`config.mk`:
```
export PLATFORM = sky130hd
export DESIGN_NAME = spi_cfg_slave
export DESIGN_NICKNAME = d
export VERILOG_FILES = /design/src/rtl/spi_cfg_pkg.sv /design/src/rtl/spi_cfg_sync.sv /design/src/rtl/spi_cfg_frame.sv /design/src/rtl/spi_cfg_regs.sv /design/src/rtl/spi_cfg_ctrl.sv /design/src/rtl/spi_cfg_slave.sv
export SDC_FILE = /design/constraint.sdc
export NUM_CORES = 1
export LEC_CHECK = 0
export BUFFER_PORTS_ARGS = -buffer_cell sky130_fd_sc_hd__buf_2
export CORE_UTILIZATION = 30
export CTS_BUF_LIST = sky130_fd_sc_hd__clkbuf_2 sky130_fd_sc_hd__clkbuf_4 sky130_fd_sc_hd__clkbuf_8
export DETAILED_ROUTE_END_ITERATION = 7
export MAX_ROUTING_LAYER = met4
export PLACE_DENSITY = 0.49
export SETUP_SLACK_MARGIN = 0.15
export SLEW_MARGIN = 25
export SYNTH_ARGS = -nofsm -noshare
export SYNTH_HDL_FRONTEND = slang
export SYNTH_HIERARCHICAL = 1
export SYNTH_SLANG_ARGS = --single-unit
```
`constraint.sdc`:
```
create_clock -name clk -period 2.4 [get_ports clk]
set_input_delay 0.36 -clock clk [delete_from_list [all_inputs] [get_ports clk]]
set_output_delay 0.36 -clock clk [all_outputs]
set_load 0.005 [all_outputs]
```
`src/rtl/spi_cfg_pkg.sv`:
```
package spi_cfg_pkg;
  localparam int ADDR_W     = 7;
  localparam int DATA_W     = 8;
  localparam int FRAME_BITS = 1 + ADDR_W + DATA_W;
  localparam int HDR_BITS   = 1 + ADDR_W;

  // command register (address 0)
  localparam int SWRST_BIT  = 7;
  // mode register (address 1) field positions
  localparam int F_DCSOFF   = 7;
  localparam int F_RAND     = 6;
  localparam int F_TWOS     = 5;
  localparam int F_SLEEP    = 4;
  localparam int F_NAP2     = 3;
  localparam int F_NAP1     = 0;

  typedef struct packed {
    logic dcs_off;
    logic rand_en;
    logic twos_comp;
    logic sleep;
    logic nap_ch1;
    logic nap_ch2;
  } ctrl_t;
endpackage

```
`src/rtl/spi_cfg_sync.sv`:
```
module spi_cfg_sync #(
  parameter int SYNC_STAGES = 2
) (
  input  logic clk,
  input  logic rst,
  input  logic csn_i,
  input  logic sck_i,
  input  logic sdi_i,
  output logic active_o,
  output logic sck_rise_o,
  output logic sck_fall_o,
  output logic sdi_o
);
  localparam int NSIG = 3;
  localparam logic [NSIG-1:0] IDLE = 3'b100;  // csn high, sck low, sdi low

  logic [NSIG-1:0] pipe_q [SYNC_STAGES];
  logic            sck_d_q;

  genvar g;
  generate
    for (g = 0; g < SYNC_STAGES; g++) begin : g_stage
      always_ff @(posedge clk) begin
        if (rst) pipe_q[g] <= IDLE;
        else if (g == 0) pipe_q[g] <= {csn_i, sck_i, sdi_i};
        else pipe_q[g] <= pipe_q[(g == 0) ? 0 : g-1];
      end
    end
  endgenerate

  always_ff @(posedge clk) begin
    if (rst) sck_d_q <= 1'b0;
    else     sck_d_q <= pipe_q[SYNC_STAGES-1][1];
  end

  assign active_o   = ~pipe_q[SYNC_STAGES-1][2];
  assign sck_rise_o =  pipe_q[SYNC_STAGES-1][1] & ~sck_d_q;
  assign sck_fall_o = ~pipe_q[SYNC_STAGES-1][1] &  sck_d_q;
  assign sdi_o      =  pipe_q[SYNC_STAGES-1][0];
endmodule

```
`src/rtl/spi_cfg_frame.sv`:
```
module spi_cfg_frame
  import spi_cfg_pkg::*;
(
  input  logic              clk,
  input  logic              rst,
  input  logic              active_i,
  input  logic              sck_rise_i,
  input  logic              sck_fall_i,
  input  logic              sdi_i,
  output logic [ADDR_W-1:0] rd_addr_o,
  input  logic [DATA_W-1:0] rd_data_i,
  output logic              wr_en_o,
  output logic [ADDR_W-1:0] wr_addr_o,
  output logic [DATA_W-1:0] wr_data_o,
  output logic              sdo_pull_o
);
  localparam int CW = $clog2(FRAME_BITS + 1);

  logic [CW-1:0]         bit_cnt_q;
  logic [FRAME_BITS-2:0] shreg_q;
  logic [DATA_W-1:0]     tx_q;
  logic                  reading_q;
  logic                  sdo_q;

  // address as complete on the edge that brings in the last header bit
  assign rd_addr_o = {shreg_q[ADDR_W-2:0], sdi_i};

  always_ff @(posedge clk) begin
    if (rst) begin
      bit_cnt_q <= '0;
      shreg_q   <= '0;
      tx_q      <= '0;
      reading_q <= 1'b0;
      sdo_q     <= 1'b0;
      wr_en_o   <= 1'b0;
      wr_addr_o <= '0;
      wr_data_o <= '0;
    end else if (!active_i) begin
      bit_cnt_q <= '0;
      reading_q <= 1'b0;
      sdo_q     <= 1'b0;
      wr_en_o   <= 1'b0;
    end else begin
      wr_en_o <= 1'b0;
      if (sck_rise_i && bit_cnt_q < CW'(FRAME_BITS)) begin
        shreg_q   <= {shreg_q[FRAME_BITS-3:0], sdi_i};
        bit_cnt_q <= bit_cnt_q + 1'b1;
        if (bit_cnt_q == CW'(HDR_BITS - 1)) begin
          reading_q <= shreg_q[ADDR_W-1];
          tx_q      <= rd_data_i;
        end
        if (bit_cnt_q == CW'(FRAME_BITS - 1) && !shreg_q[FRAME_BITS-2]) begin
          wr_en_o   <= 1'b1;
          wr_addr_o <= shreg_q[DATA_W-1 +: ADDR_W];
          wr_data_o <= {shreg_q[DATA_W-2:0], sdi_i};
        end
      end
      if (sck_fall_i) begin
        if (reading_q && bit_cnt_q >= CW'(HDR_BITS) && bit_cnt_q < CW'(FRAME_BITS)) begin
          sdo_q <= ~tx_q[DATA_W-1];
          tx_q  <= {tx_q[DATA_W-2:0], 1'b0};
        end else begin
          sdo_q <= 1'b0;
        end
      end
    end
  end

  assign sdo_pull_o = sdo_q;

  p_cnt_bound_r2: assert property (@(posedge clk) disable iff (rst)
    bit_cnt_q <= CW'(FRAME_BITS));
  p_cnt_clear_r3: assert property (@(posedge clk) disable iff (rst)
    !active_i |=> bit_cnt_q == '0);
  p_wr_on_edge_r1: assert property (@(posedge clk) disable iff (rst)
    wr_en_o |-> $past(sck_rise_i));
  p_no_wr_on_read_r4: assert property (@(posedge clk) disable iff (rst)
    wr_en_o |-> !reading_q);
  p_sdo_idle_r5: assert property (@(posedge clk) disable iff (rst)
    !active_i |=> !sdo_pull_o);
endmodule

```
`src/rtl/spi_cfg_regs.sv`:
```
module spi_cfg_regs
  import spi_cfg_pkg::*;
#(
  parameter int NUM_REGS      = 4,
  parameter int RST_SLEEP_CYC = 4
) (
  input  logic              clk,
  input  logic              rst,
  input  logic              wr_en_i,
  input  logic [ADDR_W-1:0] wr_addr_i,
  input  logic [DATA_W-1:0] wr_data_i,
  input  logic [ADDR_W-1:0] rd_addr_i,
  output logic [DATA_W-1:0] rd_data_o,
  output logic [DATA_W-1:0] mode_o,
  output logic              pulse_o
);
  localparam int PW = $clog2(RST_SLEEP_CYC + 1);

  logic [DATA_W-1:0] regs_q [NUM_REGS-1:1];
  logic [PW-1:0]     pulse_cnt_q;
  logic              swrst;

  assign swrst = wr_en_i && wr_addr_i == '0 && wr_data_i[SWRST_BIT];

  always_ff @(posedge clk) begin
    if (rst || swrst) begin
      for (int i = 1; i < NUM_REGS; i++) regs_q[i] <= '0;
    end else if (wr_en_i) begin
      for (int i = 1; i < NUM_REGS; i++)
        if (wr_addr_i == ADDR_W'(i)) regs_q[i] <= wr_data_i;
    end
  end

  always_ff @(posedge clk) begin
    if (rst)                    pulse_cnt_q <= '0;
    else if (swrst)             pulse_cnt_q <= PW'(RST_SLEEP_CYC);
    else if (pulse_cnt_q != '0) pulse_cnt_q <= pulse_cnt_q - 1'b1;
  end

  always_comb begin
    rd_data_o = '0;
    for (int i = 1; i < NUM_REGS; i++)
      if (rd_addr_i == ADDR_W'(i)) rd_data_o = regs_q[i];
  end

  assign mode_o  = regs_q[1];
  assign pulse_o = pulse_cnt_q != '0;

  p_swrst_clear_r6: assert property (@(posedge clk) disable iff (rst)
    (wr_en_i && wr_addr_i == '0 && wr_data_i[SWRST_BIT]) |=> mode_o == '0);
  p_swrst_pulse_r7: assert property (@(posedge clk) disable iff (rst)
    (wr_en_i && wr_addr_i == '0 && wr_data_i[SWRST_BIT]) |=> pulse_o);
endmodule

```
`src/rtl/spi_cfg_ctrl.sv`:
```
module spi_cfg_ctrl
  import spi_cfg_pkg::*;
(
  input  logic              clk,
  input  logic              rst,
  input  logic [DATA_W-1:0] mode_i,
  input  logic              pulse_i,
  output ctrl_t             ctrl_o
);
  always_ff @(posedge clk) begin
    if (rst) begin
      ctrl_o <= '0;
    end else begin
      ctrl_o.dcs_off   <= mode_i[F_DCSOFF];
      ctrl_o.rand_en   <= mode_i[F_RAND];
      ctrl_o.twos_comp <= mode_i[F_TWOS];
      ctrl_o.sleep     <= mode_i[F_SLEEP] | pulse_i;
      ctrl_o.nap_ch1   <= ~mode_i[F_SLEEP] & mode_i[F_NAP1];
      ctrl_o.nap_ch2   <= ~mode_i[F_SLEEP] & mode_i[F_NAP2];
    end
  end

  p_sleep_pulse_r7: assert property (@(posedge clk) disable iff (rst)
    pulse_i |=> ctrl_o.sleep);
  p_sleep_excl_r9: assert property (@(posedge clk) disable iff (rst)
    ctrl_o.sleep |-> !ctrl_o.nap_ch1 && !ctrl_o.nap_ch2);
endmodule

```
`src/rtl/spi_cfg_slave.sv`:
```
module spi_cfg_slave
  import spi_cfg_pkg::*;
#(
  parameter int NUM_REGS      = 4,
  parameter int RST_SLEEP_CYC = 4,
  parameter int SYNC_STAGES   = 2
) (
  input  logic clk,
  input  logic rst,
  input  logic spi_csn,
  input  logic spi_sck,
  input  logic spi_sdi,
  output logic sdo_pull_low,
  output logic dcs_off,
  output logic rand_en,
  output logic twos_comp,
  output logic sleep,
  output logic nap_ch1,
  output logic nap_ch2
);
  logic              active, sck_rise, sck_fall, sdi_s;
  logic [ADDR_W-1:0] rd_addr, wr_addr;
  logic [DATA_W-1:0] rd_data, wr_data, mode;
  logic              wr_en, pulse;
  ctrl_t             ctrl;

  spi_cfg_sync #(.SYNC_STAGES(SYNC_STAGES)) u_sync (
    .clk(clk), .rst(rst), .csn_i(spi_csn), .sck_i(spi_sck), .sdi_i(spi_sdi),
    .active_o(active), .sck_rise_o(sck_rise), .sck_fall_o(sck_fall), .sdi_o(sdi_s)
  );

  spi_cfg_frame u_frame (
    .clk(clk), .rst(rst), .active_i(active), .sck_rise_i(sck_rise),
    .sck_fall_i(sck_fall), .sdi_i(sdi_s), .rd_addr_o(rd_addr),
    .rd_data_i(rd_data), .wr_en_o(wr_en), .wr_addr_o(wr_addr),
    .wr_data_o(wr_data), .sdo_pull_o(sdo_pull_low)
  );

  spi_cfg_regs #(.NUM_REGS(NUM_REGS), .RST_SLEEP_CYC(RST_SLEEP_CYC)) u_regs (
    .clk(clk), .rst(rst), .wr_en_i(wr_en), .wr_addr_i(wr_addr),
    .wr_data_i(wr_data), .rd_addr_i(rd_addr), .rd_data_o(rd_data),
    .mode_o(mode), .pulse_o(pulse)
  );

  spi_cfg_ctrl u_ctrl (
    .clk(clk), .rst(rst), .mode_i(mode), .pulse_i(pulse), .ctrl_o(ctrl)
  );

  assign dcs_off   = ctrl.dcs_off;
  assign rand_en   = ctrl.rand_en;
  assign twos_comp = ctrl.twos_comp;
  assign sleep     = ctrl.sleep;
  assign nap_ch1   = ctrl.nap_ch1;
  assign nap_ch2   = ctrl.nap_ch2;
endmodule

```
Yosys cells after proc, flatten, opt, wreduce, memory -nomap -nowiden
Memory sizes are Yosys's and may differ from the RTL's.
Index checks and enable logic that the tools add are counted.
{ "op_classes": {"n_lt_le_gt_ge": 2, "n_addsub": 2, "n_reduce_logical": 17, "eq_ne": 8, "n_mux": 33, "bitwise": 16} }
{ "op_table": {"columns": ["op", "n"], "rows": [
  ["two-way mux 8 bit", 10],
  ["== test 7 x 2 -> 1 bit, second input constant", 4],
  ["two-way mux 1 bit", 19],
  ["== test 7 x 1 -> 1 bit, second input constant", 2],
  ["two-way mux 3 bit", 4],
  ["logical NOT 7 bit", 1],
  ["logical AND 1 bit", 6],
  ["NOT 1 bit", 6],
  ["bitwise OR 1 bit", 6],
  ["adder 5 x 1 -> 5 bit, second input constant", 1],
  ["== test 5 x 3 -> 1 bit, second input constant", 1],
  ["== test 5 x 4 -> 1 bit, second input constant", 1],
  ["greater-or-equal comparator 5 x 4 -> 1 bit, second input constant", 1],
  ["less-than comparator 5 bit, second input constant", 1],
  ["AND 1 bit", 4],
  ["AND reduction 2 bit", 2],
  ["OR reduction 2 bit", 2],
  ["AND reduction 3 bit", 1],
  ["nonzero test 3 bit", 1],
  ["OR reduction 3 bit", 1],
  ["subtractor 3 x 1 -> 3 bit, second input constant", 1],
  ["nonzero test 2 bit", 1],
  ["logical NOT 1 bit", 1],
  ["logical OR 1 bit", 1]
]} }
{ "totals": {"out_inout_bits": 7, "ramBits": 30, "memories": 2, "inputBits": 5, "register_bits": 56} }
{ "mem_list": {"columns": ["name", "depth", "width", "read_ports", "rd_ports_with_merged_regs", "wr", "line", "rtl"], "rows": [
  ["u_regs.regs_q", 3, 8, 3, 0, 3, "spi_cfg_regs.sv:19", "logic [DATA_W-1:0] regs_q [NUM_REGS-1:1];"],
  ["u_sync.pipe_q", 2, 3, 2, 0, 2, "spi_cfg_sync.sv:17", "logic [NSIG-1:0] pipe_q [SYNC_STAGES];"]
]} }

Logic depth before layout (Yosys ltp)
{ "logic_depth": {"depth_word": 8, "ltp_mapped": 9} }

Hierarchy
Netlist, hierarchy kept.
{ "by_module_without_submodules": {"columns": ["module", "cells_each", "area_per_inst_um2", "n_inst"], "rows": [
  ["spi_cfg_frame", 201, 1856.8, 1],
  ["spi_cfg_regs", 132, 1402.6, 1],
  ["spi_cfg_sync", 17, 200.2, 1],
  ["spi_cfg_ctrl", 12, 163.9, 1]
]} }

Worst setup path after synthesis
Ideal clock, no wire load.
{ "synth_timing": {"kind": "flip-flop to flip-flop", "startpoint": "register u_frame.wr_addr_o[3]", "endpoint": "register, netlist name u_regs/regs_q[0][0]", "period_less_slack_ns": 1.947, "t_arrival_ns": 1.561, "path_slack_ns": 0.453, "required_ns": 2.013, "stages_incl_launch_ff": 4, "cell_sequence": "dfxtp_1 nor4_4 nand2_1 o31ai_1"} }
{ "synth_lines": {"columns": ["item", "line", "rtl"], "rows": [
  ["start: declaration", "spi_cfg_frame.sv:13", "output logic [ADDR_W-1:0] wr_addr_o,"],
  ["start signal: assignment", "spi_cfg_frame.sv:54", "wr_addr_o <= shreg_q[DATA_W-1 +: ADDR_W];"]
]} }

==> flow_metrics.env <==
export IMPL_status="complete, no violations"
export IMPL_grt_pass1_vias=2252
export IMPL_slowest_delay_ns=0.34
export IMPL_grt_setup_unrepaired="false"
export IMPL_fin_tns_setup_ns=0
export IMPL_htreeDepth=3
export IMPL_antenna_found_initial=0
export IMPL_layout_drive_gt1_share_pct=13.70
export IMPL_met3_usage_pct=2.450
export IMPL_clock_skew_ns=0.008979
export IMPL_cts_sinks=86
export IMPL_row_count=39
export IMPL_drv_slew=0
export IMPL_layout_commonest_cell="dfxtp_1"
export IMPL_tightest_slew_ns=0.6390
export IMPL_via_per_inst=4.596
export IMPL_ant_nets=0
export IMPL_grt_pass1_wl_um=11500
export IMPL_detail_route_wirelength_um=6872
export IMPL_hp_start="spi_csn"
export IMPL_core_area_um2=11560
export IMPL_arrival_ns=2.07
export IMPL_clkPwrFrac_pct=35.3
export IMPL_syn_inst=360
export IMPL_p_switching_uw=631.9
export IMPL_crit_required_ns=2.63
export IMPL_start_kind="flip-flop"
export IMPL_yosysWarnings=6
export IMPL_area_growth_pct=8.044
export IMPL_setup_viol=0
export IMPL_port_buffers=11
export IMPL_min_period_ns=1.839
export IMPL_cts_resized_gates=0
export IMPL_gp_congestion=0.7242
export IMPL_r2r_start="u_sync/pipe_q[1][1]"
export IMPL_ir_drop_v=0.0002175
export IMPL_instances_no_fill=508
export IMPL_p_leak_uw=0.001369
export IMPL_power_density_nw_per_um2=703.5
export IMPL_io_pins=12
export IMPL_period_share_pct=76.62
export IMPL_cts_buffers=9
export IMPL_critPathLaunch="u_sync/pipe_q[1][1]"
export IMPL_final_cell_mix="62 x dfxtp_1, 60 x nor2_1, 42 x nand2_1, 24 x edfxtp_1, 21 x a21oi_1"
export IMPL_numPlacedInstances=493
export IMPL_die_area_um2=12470
export IMPL_via_count=2335
export IMPL_start_util_pct=31.20
export IMPL_grt_start_max_net_pins=34
export IMPL_die_h_um=111.7
export IMPL_diodes=0
export IMPL_end_kind="flip-flop"
export IMPL_nFillCells=1185
export IMPL_cts_clk_slew_worst_paths_ns=0.08
export IMPL_grt_busiest_layer="met2"
export IMPL_slew_headroom_pct=57.31
export IMPL_crit_buf_inv=1
export IMPL_dp_hpwl_um=4752
export IMPL_dr_pass1_iters=4
export IMPL_postCtsSetupBuffers=0
export IMPL_combPwrFrac_pct=7.6
export IMPL_hold_violations=0
export IMPL_drv_cap=0
export IMPL_gr_usage_met2_pct=18.55
export IMPL_cts_buffer_depth=2
export IMPL_synth_nets=370
export IMPL_grt_overflow=0
export IMPL_track_usage_pct=12.23
export IMPL_cts_root_buf="clkbuf_8"
export IMPL_p_int_uw=2111
export IMPL_use_met1_pct=15.34
export IMPL_cp_slowest_cell="dfxtp_1"
export IMPL_crit_type="flip-flop to flip-flop"
export IMPL_synth_area_per_cell_um2=10.02
export IMPL_path_cells="nor2b_1 > nand3b_4 > nor3b_2 > buf_4 > mux2i_1 > nor2_1"
export IMPL_syn_area_um2=3608
export IMPL_final_nets=371
export IMPL_die_x_um=111.7
export IMPL_wire_per_inst_um=13.53
export IMPL_drc_errors=0
export IMPL_cts_tree="built"
export IMPL_cp_max_fo=19
export IMPL_clock_latency_ns=0.35
export IMPL_netSwitchingFraction_pct=23.04
export IMPL_first_iter_violations=86
export IMPL_crit_family="simple AND/OR/NAND/NOR gates"
export IMPL_pwr_share_seq_pct=57.0
export IMPL_hold_buffers=0
export IMPL_fmax_mhz=543.8
export IMPL_hp_class="input pin to flip-flop"
[metrics by stage]
stage	worst slack, ns	instance area [um^2]	utilization [%]	hold WS [ns]	total power (uW)
2_1_floorplan	0.4527	3608	-	0.3832	1758
3_3_place_gp	0.6351	3714	32.11	0.3851	1802
3_5_place_dp	0.5692	3714	32.11	0.3988	1813
4_1_cts	0.5486	3899	33.71	0.1715	2781
5_1_grt	0.3864	3899	33.71	0.1945	2866
6_report	0.5611	3899	33.71	0.1944	2743
[power groups by stage]
stage / Sequential, uW / Clock (uW) / Combinational (uW)
6_report: 1560 / 969 / 209
5_1_grt: 1570 / 1050 / 246
4_1_cts: 1560 / 999 / 216
3_5_place_dp: 1600 / 0 / 214
3_3_place_gp: 1600 / 0 / 205
2_1_floorplan: 1600 / 0 / 163
[path summary, 6_finish.rpt]
| path | slack, ns | to | cells after the start |
|---|---|---|---|
| min reg2reg | 0.42 | u_sync/pipe_q[1][2] | 1 |
| max reg2reg | 0.56 | u_frame/wr_data_o[0] | 6 |
| min | 0.19 | u_sync/pipe_q[0][2] | 2 |
| max | 0.56 | u_frame/wr_data_o[0] | 6 |
[final cells by class]
| class | count | area [um^2] | area share, % |
|---|---|---|---|
| sequential | 86 | 1962 | 50.32 |
| clock inverter | 1 | 5.005 | 0.1284 |
| clock buffer | 14 | 180.2 | 4.621 |
| tap | 143 | 178.9 | 4.589 |
| inverter | 14 | 52.55 | 1.348 |
| multi-input combinational | 229 | 1390 | 35.65 |
| timing repair buffer | 21 | 130.1 | 3.338 |
[state kept, by name, summed over array words and instances, names as in the netlist]
register            count
u_frame/bit_cnt_q       5
u_frame/wr_data_o       8
u_regs/pulse_cnt_q      3
u_frame/reading_q       1
u_ctrl/ctrl_o           6
u_frame/wr_en_o         1
u_frame/sdo_pull_o      1
u_sync/pipe_q           6
u_frame/shreg_q        15
u_sync/sck_d_q          1
u_frame/tx_q            8
u_frame/wr_addr_o       7
u_regs/regs_q          24
[routing by layer]
layer	share of wire, %	vias up	wire length (um)
met4	2.2	0	150
met2	46	21	3186
li1	-	1205	-
met1	49	1098	3381
met3	2.2	11	154
met5	0	-	0
Note: power is estimated with default switching activity, not from simulation.
